===== config.mk =====
export PLATFORM = sky130hd
export DESIGN_NAME = flag_framer
export DESIGN_NICKNAME = d
export VERILOG_FILES = /design/src/rtl/framer_pkg.sv /design/src/rtl/framer_classify.sv /design/src/rtl/framer_ctrl.sv /design/src/rtl/framer_outreg.sv /design/src/rtl/flag_framer.sv
export SDC_FILE = /design/constraint.sdc
export NUM_CORES = 1
export LEC_CHECK = 0
export ABC_CLOCK_PERIOD_IN_PS = 1500
export BUFFER_PORTS_ARGS = -buffer_cell sky130_fd_sc_hd__buf_2
export CAP_MARGIN = 10
export CORE_ASPECT_RATIO = 1.25
export CORE_UTILIZATION = 49
export DETAILED_ROUTE_END_ITERATION = 7
export PLACE_DENSITY_LB_ADDON = 0.3
export RECOVER_POWER = 25
export REMOVE_ABC_BUFFERS = 1
export SKIP_CTS_REPAIR_TIMING = 1
export SLEW_MARGIN = 20
export SYNTH_ARGS = -nofsm -noshare
export SYNTH_HDL_FRONTEND = slang
export SYNTH_HIERARCHICAL = 1
export SYNTH_SLANG_ARGS = --single-unit

===== constraint.sdc =====
create_clock -name clk -period 1.5 [get_ports clk]
set_input_delay 0.3 -clock clk [delete_from_list [all_inputs] [get_ports clk]]
set_output_delay 0.3 -clock clk [all_outputs]
set_load 0.1 [all_outputs]

===== src/rtl/framer_pkg.sv =====
package framer_pkg;

    localparam int BYTE_W = 8;

    typedef logic [BYTE_W-1:0] byte_t;

    localparam byte_t CODE_MSG_OPEN = 8'hAC;
    localparam byte_t CODE_ID_OPEN  = 8'hA1;
    localparam byte_t CODE_CLOSE    = 8'hAD;
    localparam byte_t CODE_ESCAPE   = 8'hAE;

    localparam logic [2:0] FLAG_TOP = 3'b101;

    typedef enum logic [1:0] {
        ST_IDLE,
        ST_BODY,
        ST_ALT,
        ST_TAIL
    } fr_state_e;

    typedef struct packed {
        logic  load;
        byte_t value;
    } out_req_t;

    function automatic logic in_flag_range(input byte_t b);
        return b[BYTE_W-1 -: 3] == FLAG_TOP;
    endfunction

    function automatic byte_t flip_top(input byte_t b);
        return b ^ byte_t'(1 << (BYTE_W-1));
    endfunction

    function automatic byte_t open_code(input logic sel);
        return sel ? CODE_ID_OPEN : CODE_MSG_OPEN;
    endfunction

endpackage


===== src/rtl/framer_classify.sv =====
module framer_classify
    import framer_pkg::*;
(
    input  byte_t data,
    input  logic  void_beat,
    output logic  collide,
    output byte_t alt
);
    always_comb begin
        collide = !void_beat && in_flag_range(data);
        alt     = flip_top(data);
    end
endmodule


===== src/rtl/framer_ctrl.sv =====
module framer_ctrl
    import framer_pkg::*;
(
    input  logic     clk,
    input  logic     rst,
    input  logic     load_ok,
    input  logic     in_valid,
    input  logic     in_last,
    input  logic     in_void,
    input  logic     in_sel,
    input  byte_t    in_data,
    input  logic     collide,
    input  byte_t    alt,
    output logic     in_ready,
    output out_req_t req
);
    fr_state_e st_q, st_d;
    byte_t     alt_q, alt_d;
    logic      last_q, last_d;

    always_comb begin
        st_d      = st_q;
        alt_d     = alt_q;
        last_d    = last_q;
        in_ready  = 1'b0;
        req.load  = 1'b0;
        req.value = '0;
        unique case (st_q)
            ST_IDLE: begin
                if (in_valid && load_ok) begin
                    req.load  = 1'b1;
                    req.value = open_code(in_sel);
                    st_d      = ST_BODY;
                end
            end
            ST_BODY: begin
                in_ready = load_ok;
                if (in_valid && load_ok) begin
                    if (in_void) begin
                        if (in_last) begin
                            req.load  = 1'b1;
                            req.value = CODE_CLOSE;
                            st_d      = ST_IDLE;
                        end
                    end else if (collide) begin
                        req.load  = 1'b1;
                        req.value = CODE_ESCAPE;
                        alt_d     = alt;
                        last_d    = in_last;
                        st_d      = ST_ALT;
                    end else begin
                        req.load  = 1'b1;
                        req.value = in_data;
                        st_d      = in_last ? ST_TAIL : ST_BODY;
                    end
                end
            end
            ST_ALT: begin
                if (load_ok) begin
                    req.load  = 1'b1;
                    req.value = alt_q;
                    st_d      = last_q ? ST_TAIL : ST_BODY;
                end
            end
            ST_TAIL: begin
                if (load_ok) begin
                    req.load  = 1'b1;
                    req.value = CODE_CLOSE;
                    st_d      = ST_IDLE;
                end
            end
            default: st_d = ST_IDLE;
        endcase
    end

    always_ff @(posedge clk) begin
        if (rst) begin
            st_q   <= ST_IDLE;
            alt_q  <= '0;
            last_q <= 1'b0;
        end else begin
            st_q   <= st_d;
            alt_q  <= alt_d;
            last_q <= last_d;
        end
    end
endmodule


===== src/rtl/framer_outreg.sv =====
module framer_outreg
    import framer_pkg::*;
(
    input  logic     clk,
    input  logic     rst,
    input  out_req_t req,
    input  logic     out_ready,
    output logic     load_ok,
    output logic     out_valid,
    output byte_t    out_data
);
    assign load_ok = !out_valid || out_ready;

    always_ff @(posedge clk) begin
        if (rst) begin
            out_valid <= 1'b0;
            out_data  <= '0;
        end else if (load_ok) begin
            out_valid <= req.load;
            if (req.load) out_data <= req.value;
        end
    end
endmodule


===== src/rtl/flag_framer.sv =====
module flag_framer
    import framer_pkg::*;
(
    input  logic                clk,
    input  logic                rst,
    input  logic                in_valid,
    output logic                in_ready,
    input  logic [BYTE_W-1:0]   in_data,
    input  logic                in_last,
    input  logic                in_void,
    input  logic                in_sel,
    output logic                out_valid,
    input  logic                out_ready,
    output logic [BYTE_W-1:0]   out_data
);
    logic     collide;
    byte_t    alt;
    logic     load_ok;
    out_req_t req;

    framer_classify u_class (
        .data      (in_data),
        .void_beat (in_void),
        .collide   (collide),
        .alt       (alt)
    );

    framer_ctrl u_ctrl (
        .clk      (clk),
        .rst      (rst),
        .load_ok  (load_ok),
        .in_valid (in_valid),
        .in_last  (in_last),
        .in_void  (in_void),
        .in_sel   (in_sel),
        .in_data  (in_data),
        .collide  (collide),
        .alt      (alt),
        .in_ready (in_ready),
        .req      (req)
    );

    framer_outreg u_out (
        .clk       (clk),
        .rst       (rst),
        .req       (req),
        .out_ready (out_ready),
        .load_ok   (load_ok),
        .out_valid (out_valid),
        .out_data  (out_data)
    );
endmodule


# Word level (Yosys, flattened, before mapping)
# Cells that the tools add are included.
# op_classes
n_reduce_logical	9
mux	20
eq_ne	9
bitwise	2
# op_table
operator	count
$mux 9	6
$pmux 9 s4	1
$mux 2	9
$mux 8	1
$ne 2x1->1 const B	4
$pmux 2 s4	1
$reduce_and 5->1	1
$eq 2x2->1 const B	2
$mux 4	1
$reduce_and 4->1	1
$eq 3x3->1 const B	1
$ne 3x3->1 const B	1
$eq 2x1->1 const B	1
$logic_and 1x1->1	2
$logic_not 1->1	2
$logic_not 2->1	1
$not 1->1	2
$reduce_and 2->1	1
$logic_or 1x1->1	1
$mux 1	1
# word_totals
out_inout_bits	10
register_bits	20
inputBits	15

# Depth between registers and ports, before layout
# Gate-level depths: netlist of the first run.
# depth
depth_word	7
ltp_mapped	10
depth_no_buf	6

# Hierarchy
# Netlist of the first run, hierarchy kept.
# by_module_without_submodules
mod	instances	cells_each	area_each_um2
framer_ctrl	1	100	837.1
framer_outreg	1	41	441.7
framer_classify	1	9	68.8

# Least setup slack after synthesis of the first run
# Ideal clock, no wire load.
# synth_path
path_kind	reg2out
from	register u_out.out_valid
to	output port in_ready
slack_ns	-2.360
required_time_ns	1.200
stages_incl_launch_ff	7
arrival_ns	3.560
path_cell_list	dfxtp_1 > nand2b_4 > buf_6 > buf_6 > buf_4 > inv_1 > nor3b_1
# synth_between
elab_chain_len	3
# synth_rtl
element	line	rtl
start, declared	framer_outreg.sv:9	output logic out_valid,
start signal, assigned	framer_outreg.sv:19	out_valid <= req.load;
$logic_not 1->1	framer_outreg.sv:12	assign load_ok = !out_valid || out_ready;
$logic_or 1x1->1	framer_outreg.sv:12	
net load_ok	flag_framer.sv:18	logic load_ok;
$mux 1	framer_ctrl.sv:28	unique case (st_q)
end, declared	flag_framer.sv:7	output logic in_ready,
# The timed path passes the listed nets, and every way through them passes these cells.

# Final worst setup path of the first run
# Same ends and word-level chain as after synthesis.

==> results of run 1 <==
report_power, final:
| group | total [µW] | leakage (µW) | switching, µW | internal, µW |
|---|---|---|---|---|
| clock network | 447 | 0.0000279 | 177 | 270 |
| registers | 572 | 0.000163 | 21.9 | 550 |
| logic | 370 | 0.000416 | 238 | 133 |
| total | 1390 | 0.000608 | 437 | 952 |
worst max-delay path by stage:
| stage | start | end | cells after the start |
|---|---|---|---|
| 2_1_floorplan | u_out/out_valid$_SDFFE_PP0P_ | in_ready | 3 |
| 3_3_place_gp | in_void | u_out/out_data[5]$_SDFFE_PP0P_ | 8 |
| 3_5_place_dp | in_data[6] | u_ctrl/last_q$_SDFFE_PP0P_ | 6 |
| 4_1_cts | u_ctrl/st_q[0]$_SDFFE_PP0P_ | in_ready | 3 |
| 5_1_grt | u_out/out_valid$_SDFFE_PP0P_ | in_ready | 5 |
| 6_report | u_out/out_valid$_SDFFE_PP0P_ | in_ready | 5 |
registers in the layout, indices dropped and copies added (netlist names):
register         flops
u_ctrl/last_q        1
u_ctrl/st_q          2
u_out/out_valid      1
u_ctrl/alt_q         8
u_out/out_data       8
per-stage QoR:
step / area (µm²) / worst slack [ps] / power [µW] / setup TNS (ps)
after global placement: 1460 / 30.6 / 934 / 0
after CTS: 1510 / -275 / 1380 / -419
after detailed placement: 1460 / -29.6 / 938 / -103
after floorplan: 1180 / -2220 / 813 / -13490
after global routing: 1550 / -108 / 1440 / -203
final: 1550 / -58.3 / 1390 / -58.3
layout by cell type, fill, tap and decap left out, types with 2 or more instances in the layout:
cell | synthesis | routed
o21ai_1 | 0 | 2
clkbuf_4 | 0 | 3
o31ai_1 | 2 | 2
and4bb_2 | 2 | 2
dfxtp_1 | 20 | 17
a21bo_1 | 8 | 8
o21a_1 | 5 | 5
nand3_1 | 9 | 9
a21oi_2 | 8 | 8
nor3_1 | 5 | 4
buf_4 | 10 | 16
a21oi_1 | 5 | 5
mux2i_1 | 10 | 10
o21ai_0 | 12 | 10
nand2b_1 | 18 | 18
nor3b_1 | 3 | 2
dfxtp_2 | 0 | 2
nand3b_1 | 2 | 2
nor3_2 | 1 | 2
inv_1 | 5 | 4
a22o_1 | 2 | 2
buf_2 | 3 | 23
worst min-delay path, delay by kind of cell:
kind | cells | cell delay, ps
AND/OR/NAND/NOR | 1 | 60
multiplexers | 1 | 70
buffers and inverters | 1 | 100
cells by family (layout without fill, tap and decap cells):
family,count (synthesis),after routing,share of synthesized area (%)
AOI/OAI and AO/OA,47,47,25.5
and+or+nand+nor,46,46,23.4
buffers and inverters,27,49,13.9
DFF,20,20,29.7
muxes,10,10,7.43
layout make-up:
| class | count | area share, % |
|---|---|---|
| Clock buffer | 3 | 1.45 |
| Clock inverter | 1 | 1.93 |
| Inverter | 5 | 1.37 |
| Multi-Input combinational cell | 103 | 50.0 |
| Sequential cell | 20 | 26.2 |
| Tap cell | 33 | 2.66 |
| Timing Repair Buffer | 40 | 16.4 |
per-layer routing:
layer,vias to the layer above,part of all wire [%],track usage [%]
met5,-,0,0
met4,0,0.63,10.1
met3,2,3.7,3.01
met2,24,52,38.5
met1,517,43,21.5
li1,569,-,-
==> impl_metrics.csv, run 1 <==
group,metric,value,unit
status,status,"finished with violations",
status,violations,"negative setup slack",
critical_path,crit_path_max_incr_delay,360,ps
placement,dp.cells,199,
sta,rsz0062_at_grt,"yes",
critical_path,r2r_setup_slack,80,ps
sta,skew,16.4,ps
clocking,cts_tree,"built",
worst_hold_path,hold_depth,3,
clocking,h-tree-depth,1,
critical_path,cp.arrival,1260,ps
sta,setup_violations,1,
worst_hold_path,hold_path_end,"u_ctrl/alt_q[4]$_SDFFE_PP0P_",
drt,vias,1112,
final_layout,diodes,0,
synthesis,synth_cell_types,32,
synthesis,yosysWarnings,6,
synthesis,synthCells,150,
synthesis,yosysMostFrequentCell,"dfxtp_1",
synthesis,syn-cell-area,1350,µm²
synthesis,synthArstFlopShare,0,%
final_layout,stdcell_count,205,
sta,fin_hold_ws,255,ps
clocking,clk_latency,310,ps
floorplanning,fp-row-count,20,
synthesis,synth_edf_count,0,
placement,io_buffers,24,
synthesis,synth_top_area_cell,"dfxtp_1",
global_routing,grt_max_degree,30,
floorplanning,die_h,60.6,µm
clocking,root_buffer,"clkbuf_4",
final_layout,nFillCells,210,
global_routing,grt_util_all_layers,20.0,%
clocking,numCtsBuffers,3,
placement,dp.final_hpwl,1.99,mm
drt,wl_per_cell,13.8,µm
drt,drc,0,
critical_path,cp_data_required_time,1200,ps
sta,tightest_slew,485,ps
final_layout,final_nets,188,
sta,finalCritPeriodShare,104,%
sta,finalHoldViolCount,0,
floorplanning,core_region_area,2530,µm²
final_layout,syn2layout_area_growth,15.3,%
critical_path,r2r_start,"u_ctrl/st_q[1]$_SDFFE_PP0P_",
clocking,clk_pin_slew_worst_paths,130,ps
sta,relSlewSlack,67.6,%
global_routing,gr-total-overflow,0,
synthesis,syn_avg_cell_area,8.98,µm²
floorplanning,dieArea,2970,µm²
placement,gpl.final_weighted_congestion,0.829,
sta,slew_violations,0,
global_routing,grt_pass1_wl,4.62,mm
floorplanning,pin_count,25,
synthesis,synth_top_cell_area_share,29.7,%
final_layout,post-route-util,61.5,%
critical_path,r2r-end,"u_out/out_data[0]$_SDFFE_PP0P_",
final_layout,multiInputGateArea,777,µm²
critical_path,endpoint_kind,"primary output",
clocking,clk_path_buf_depth,2,
sta,setup_ws,-58.3,ps
drt,drt_iter0_drc,21,
floorplanning,start_util,53.3,%
synthesis,dominantRegCellSynth,"dfxtp_1",
drt,drtAntennaViolNets,0,
worst_hold_path,worstHoldStart,"in_data[4]",
synthesis,synth_common_cells,"20 x dfxtp_1, 18 x nand2b_1, 12 x o21ai_0",
critical_path,cp_top_family,"flip-flops",
drt,via_per_inst,5.42,
job,cap_viol_max_count,0,
drt,first_pass_iters,4,
critical_path,worstPathCellList,"nand2b_4 > inv_4 > nor3b_2 > buf_4 > buf_12",
power_and_ir_drop,power.density,894,nW/µm²
final_layout,seqCellArea,407,µm²
sta,min_period,1560,ps
clocking,clock_sinks,20,
critical_path,start_kind,"register",
critical_path,cp_max_fo,4,
global_routing,antenna_found_initial,0,
floorplanning,dieWidth,48.9,µm
critical_path,path_class,"reg -> out",
sta,fmax,642,MHz
synthesis,synth_area_leaders,"dfxtp_1 30%, nand2b_1 8.4%, mux2i_1 7.4%",
final_layout,layout-drive-gt1-share,37.2,%
synthesis,synth-seq-cells,20,
drt,routed_wl,2.84,mm
critical_path,worst-path-buf-inv,3,
worst_hold_path,hp-class,"in -> reg",
synthesis,ys_seq_area_share,29.7,%
global_routing,grt_pass1_vias,1109,
power_and_ir_drop,ir_drop,0.000549,V
power_and_ir_drop,p_leak,0.000608,µW
critical_path,slowest_stage,"dfxtp_2",
critical_path,rr_worst_depth,5,
Note: power is estimated with default switching activity, not from simulation.
==> run 2, diff against run 1 <==
Settings changed: ABC_CLOCK_PERIOD_IN_PS 1500 to 1750, CAP_MARGIN 10 to 15, CORE_UTILIZATION 49 to 55.
Clock period 1.5 ns to 1.75 ns, I/O delays scaled along.
==> run 2 against run 1 <==
  * The flow now finishes without violations
  * Count of clock-buffer cells in the layout stayed put
  * Sequential power down 15%
  * Design area is 6.3% lower
  * Cell count decreased by 4.9%
  * Largest cell class unchanged
  * Sequential share of layout area is 1.5 points higher
  * Global-route usage grew 2.9 points
  * Wire length is 1.9% lower
==> impl_metrics.csv, run 2 (synthesis results as in run 1) <==
group,metric,value,unit
critical_path,cp_data_required_time,1400,ps
floorplanning,pin_count,25,
critical_path,r2r_setup_slack,200,ps
floorplanning,die_h,57.3,µm
drt,first_pass_iters,4,
critical_path,cp_max_fo,7,
placement,gpl.final_weighted_congestion,0.835,
drt,routed_wl,2.78,mm
sta,min_period,1660,ps
sta,setup_violations,0,
placement,place_area,1410,µm²
global_routing,grt_pass1_wl,4.51,mm
global_routing,grt_pass1_vias,1033,
placement,dp.final_hpwl,1.98,mm
critical_path,cp-endpoint,"in_ready",
clocking,h-tree-depth,1,
clocking,clk_path_buf_depth,2,
floorplanning,fp-row-count,19,
global_routing,busiest_layer,"met2",
final_layout,final_common_cell,"buf_2",
final_layout,layout-drive-gt1-share,28.7,%
critical_path,crit_path_max_incr_delay,350,ps
job,cap_viol_max_count,0,
critical_path,r2r-end,"u_out/out_data[0]$_SDFFE_PP0P_",
floorplanning,core_region_area,2260,µm²
final_layout,reg_top3,"u_ctrl/alt_q: 8 flops, u_out/out_data: 8 flops, u_ctrl/st_q: 2 flops",
sta,fmax,603,MHz
power_and_ir_drop,p_leak,0.000555,µW
global_routing,gr-total-overflow,0,
power_and_ir_drop,ir_drop,0.000634,V
sta,skew,2.73,ps
final_layout,post-route-util,64.5,%
critical_path,slowest_stage,"dfxtp_1",
final_layout,nFillCells,205,
sta,finalCritPeriodShare,94.7,%
placement,io_buffers,24,
global_routing,grt_use_met1,30.4,%
drt,wl_per_cell,14.3,µm
clocking,cts_tree,"built",
critical_path,endpoint_kind,"primary output",
clocking,clk_pin_slew_worst_paths,120,ps
drt,via_per_inst,5.57,
sta,relSlewSlack,67.1,%
final_layout,final_cell_mix,"23 x buf_2, 18 x nand2b_1, 18 x dfxtp_1, 12 x o21ai_0, 10 x mux2i_1",
worst_hold_path,hp-class,"in -> reg",
critical_path,start_kind,"register",
critical_path,worstPathCellList,"nand2b_4 > inv_1 > nor3b_2 > buf_12",
global_routing,antenna_found_initial,0,
drt,drtAntennaViolNets,0,
clocking,numCtsBuffers,3,
critical_path,setup.worst_path.start,"u_out/out_valid$_SDFFE_PP0P_",
drt,drc,0,
floorplanning,dieArea,2650,µm²
sta,finalHoldViolCount,0,
critical_path,r2r_start,"u_ctrl/st_q[0]$_SDFFE_PP0P_",
clocking,root_buffer,"clkbuf_4",
final_layout,fin_area,1460,µm²
global_routing,grt_util_all_layers,22.9,%
final_layout,final_nets,180,
floorplanning,dieWidth,46.3,µm
power_and_ir_drop,power.density,801,nW/µm²
drt,drt_iter0_drc,34,
floorplanning,start_util,59.7,%
critical_path,cp.arrival,1310,ps
global_routing,met3_usage,1.90,%
global_routing,use_met2,37.0,%
sta,rsz0062_at_grt,"no",
final_layout,diodes,0,
clocking,clock_sinks,20,
status,status,"completed",
clocking,clk_latency,300,ps
critical_path,path_class,"reg -> out",
global_routing,grt_max_degree,30,
drt,vias,1086,
sta,tightest_slew,494,ps
sta,slew_violations,0,
sta,setup-tns-final,0,ps
final_layout,syn2layout_area_growth,8.08,%
critical_path,rr_worst_depth,6,
run 2: changes by cell type in the layout (fill, tap and decap cells not counted), moves of 2 or more:
| cell | previous run | this run |
|---|---|---|
| nor3_2 | 2 | 0 |
| o21ai_0 | 10 | 12 |
| o21ai_1 | 2 | 0 |
| buf_4 | 16 | 5 |
| clkbuf_1 | 0 | 3 |
| nor3_1 | 4 | 6 |
run 2: how the worst min path moves through the flow:
stage	startpoint	end	slack (ps)	depth (start not counted)
2_1_floorplan	rst	u_out/out_data[0]$_SDFFE_PP0P_	410	1
3_3_place_gp	u_ctrl/alt_q[6]$_SDFFE_PP0P_	u_ctrl/alt_q[6]$_SDFFE_PP0P_	460	2
3_5_place_dp	u_ctrl/alt_q[0]$_SDFFE_PP0P_	u_ctrl/alt_q[0]$_SDFFE_PP0P_	470	2
4_1_cts	in_data[4]	u_ctrl/alt_q[4]$_SDFFE_PP0P_	290	3
5_1_grt	in_data[4]	u_ctrl/alt_q[4]$_SDFFE_PP0P_	290	3
6_report	in_data[4]	u_ctrl/alt_q[4]$_SDFFE_PP0P_	310	3
run 2: final cells by class:
type / instances / area, µm² / area share, %
clock buffers: 3 / 22.5 / 1.55
clock inverters: 1 / 30.0 / 2.06
repair buffers: 32 / 184 / 12.6
flip-flops and latches: 20 / 403 / 27.7
multi-input cells: 103 / 759 / 52.1
well taps: 31 / 38.8 / 2.66
inverters: 5 / 18.8 / 1.29
run 2: stage by stage:
stage | power, µW | cells | setup WS [ps] | hold WS, ps
after floorplan | 696 | 128 | -2020 | 412
after global placement | 789 | 191 | 164 | 460
after detailed placement | 794 | 191 | 115 | 470
after CTS | 1180 | 195 | -94.9 | 292
after global routing | 1220 | 195 | 13.5 | 290
final | 1170 | 195 | 91.9 | 307
run 2: critical path, delay by kind of cell (launching register included):
family | cells | cell delay, ps
buf+inv | 2 | 290
flops | 1 | 350
simple gates | 2 | 360
run 2: routing by layer:
metal  share of wire, %  vias to the layer above
li1                   -                      547
met1                 45                      500
met2                 49                       37
met3                5.5                        2
met4               0.54                        0
met5                  0                        -
run 2: power by group:
| part | internal, µW | total, µW | switching [µW] |
|---|---|---|---|
| registers | 471 | 487 | 16.7 |
| clock network | 232 | 381 | 150 |
| logic | 97.2 | 298 | 201 |
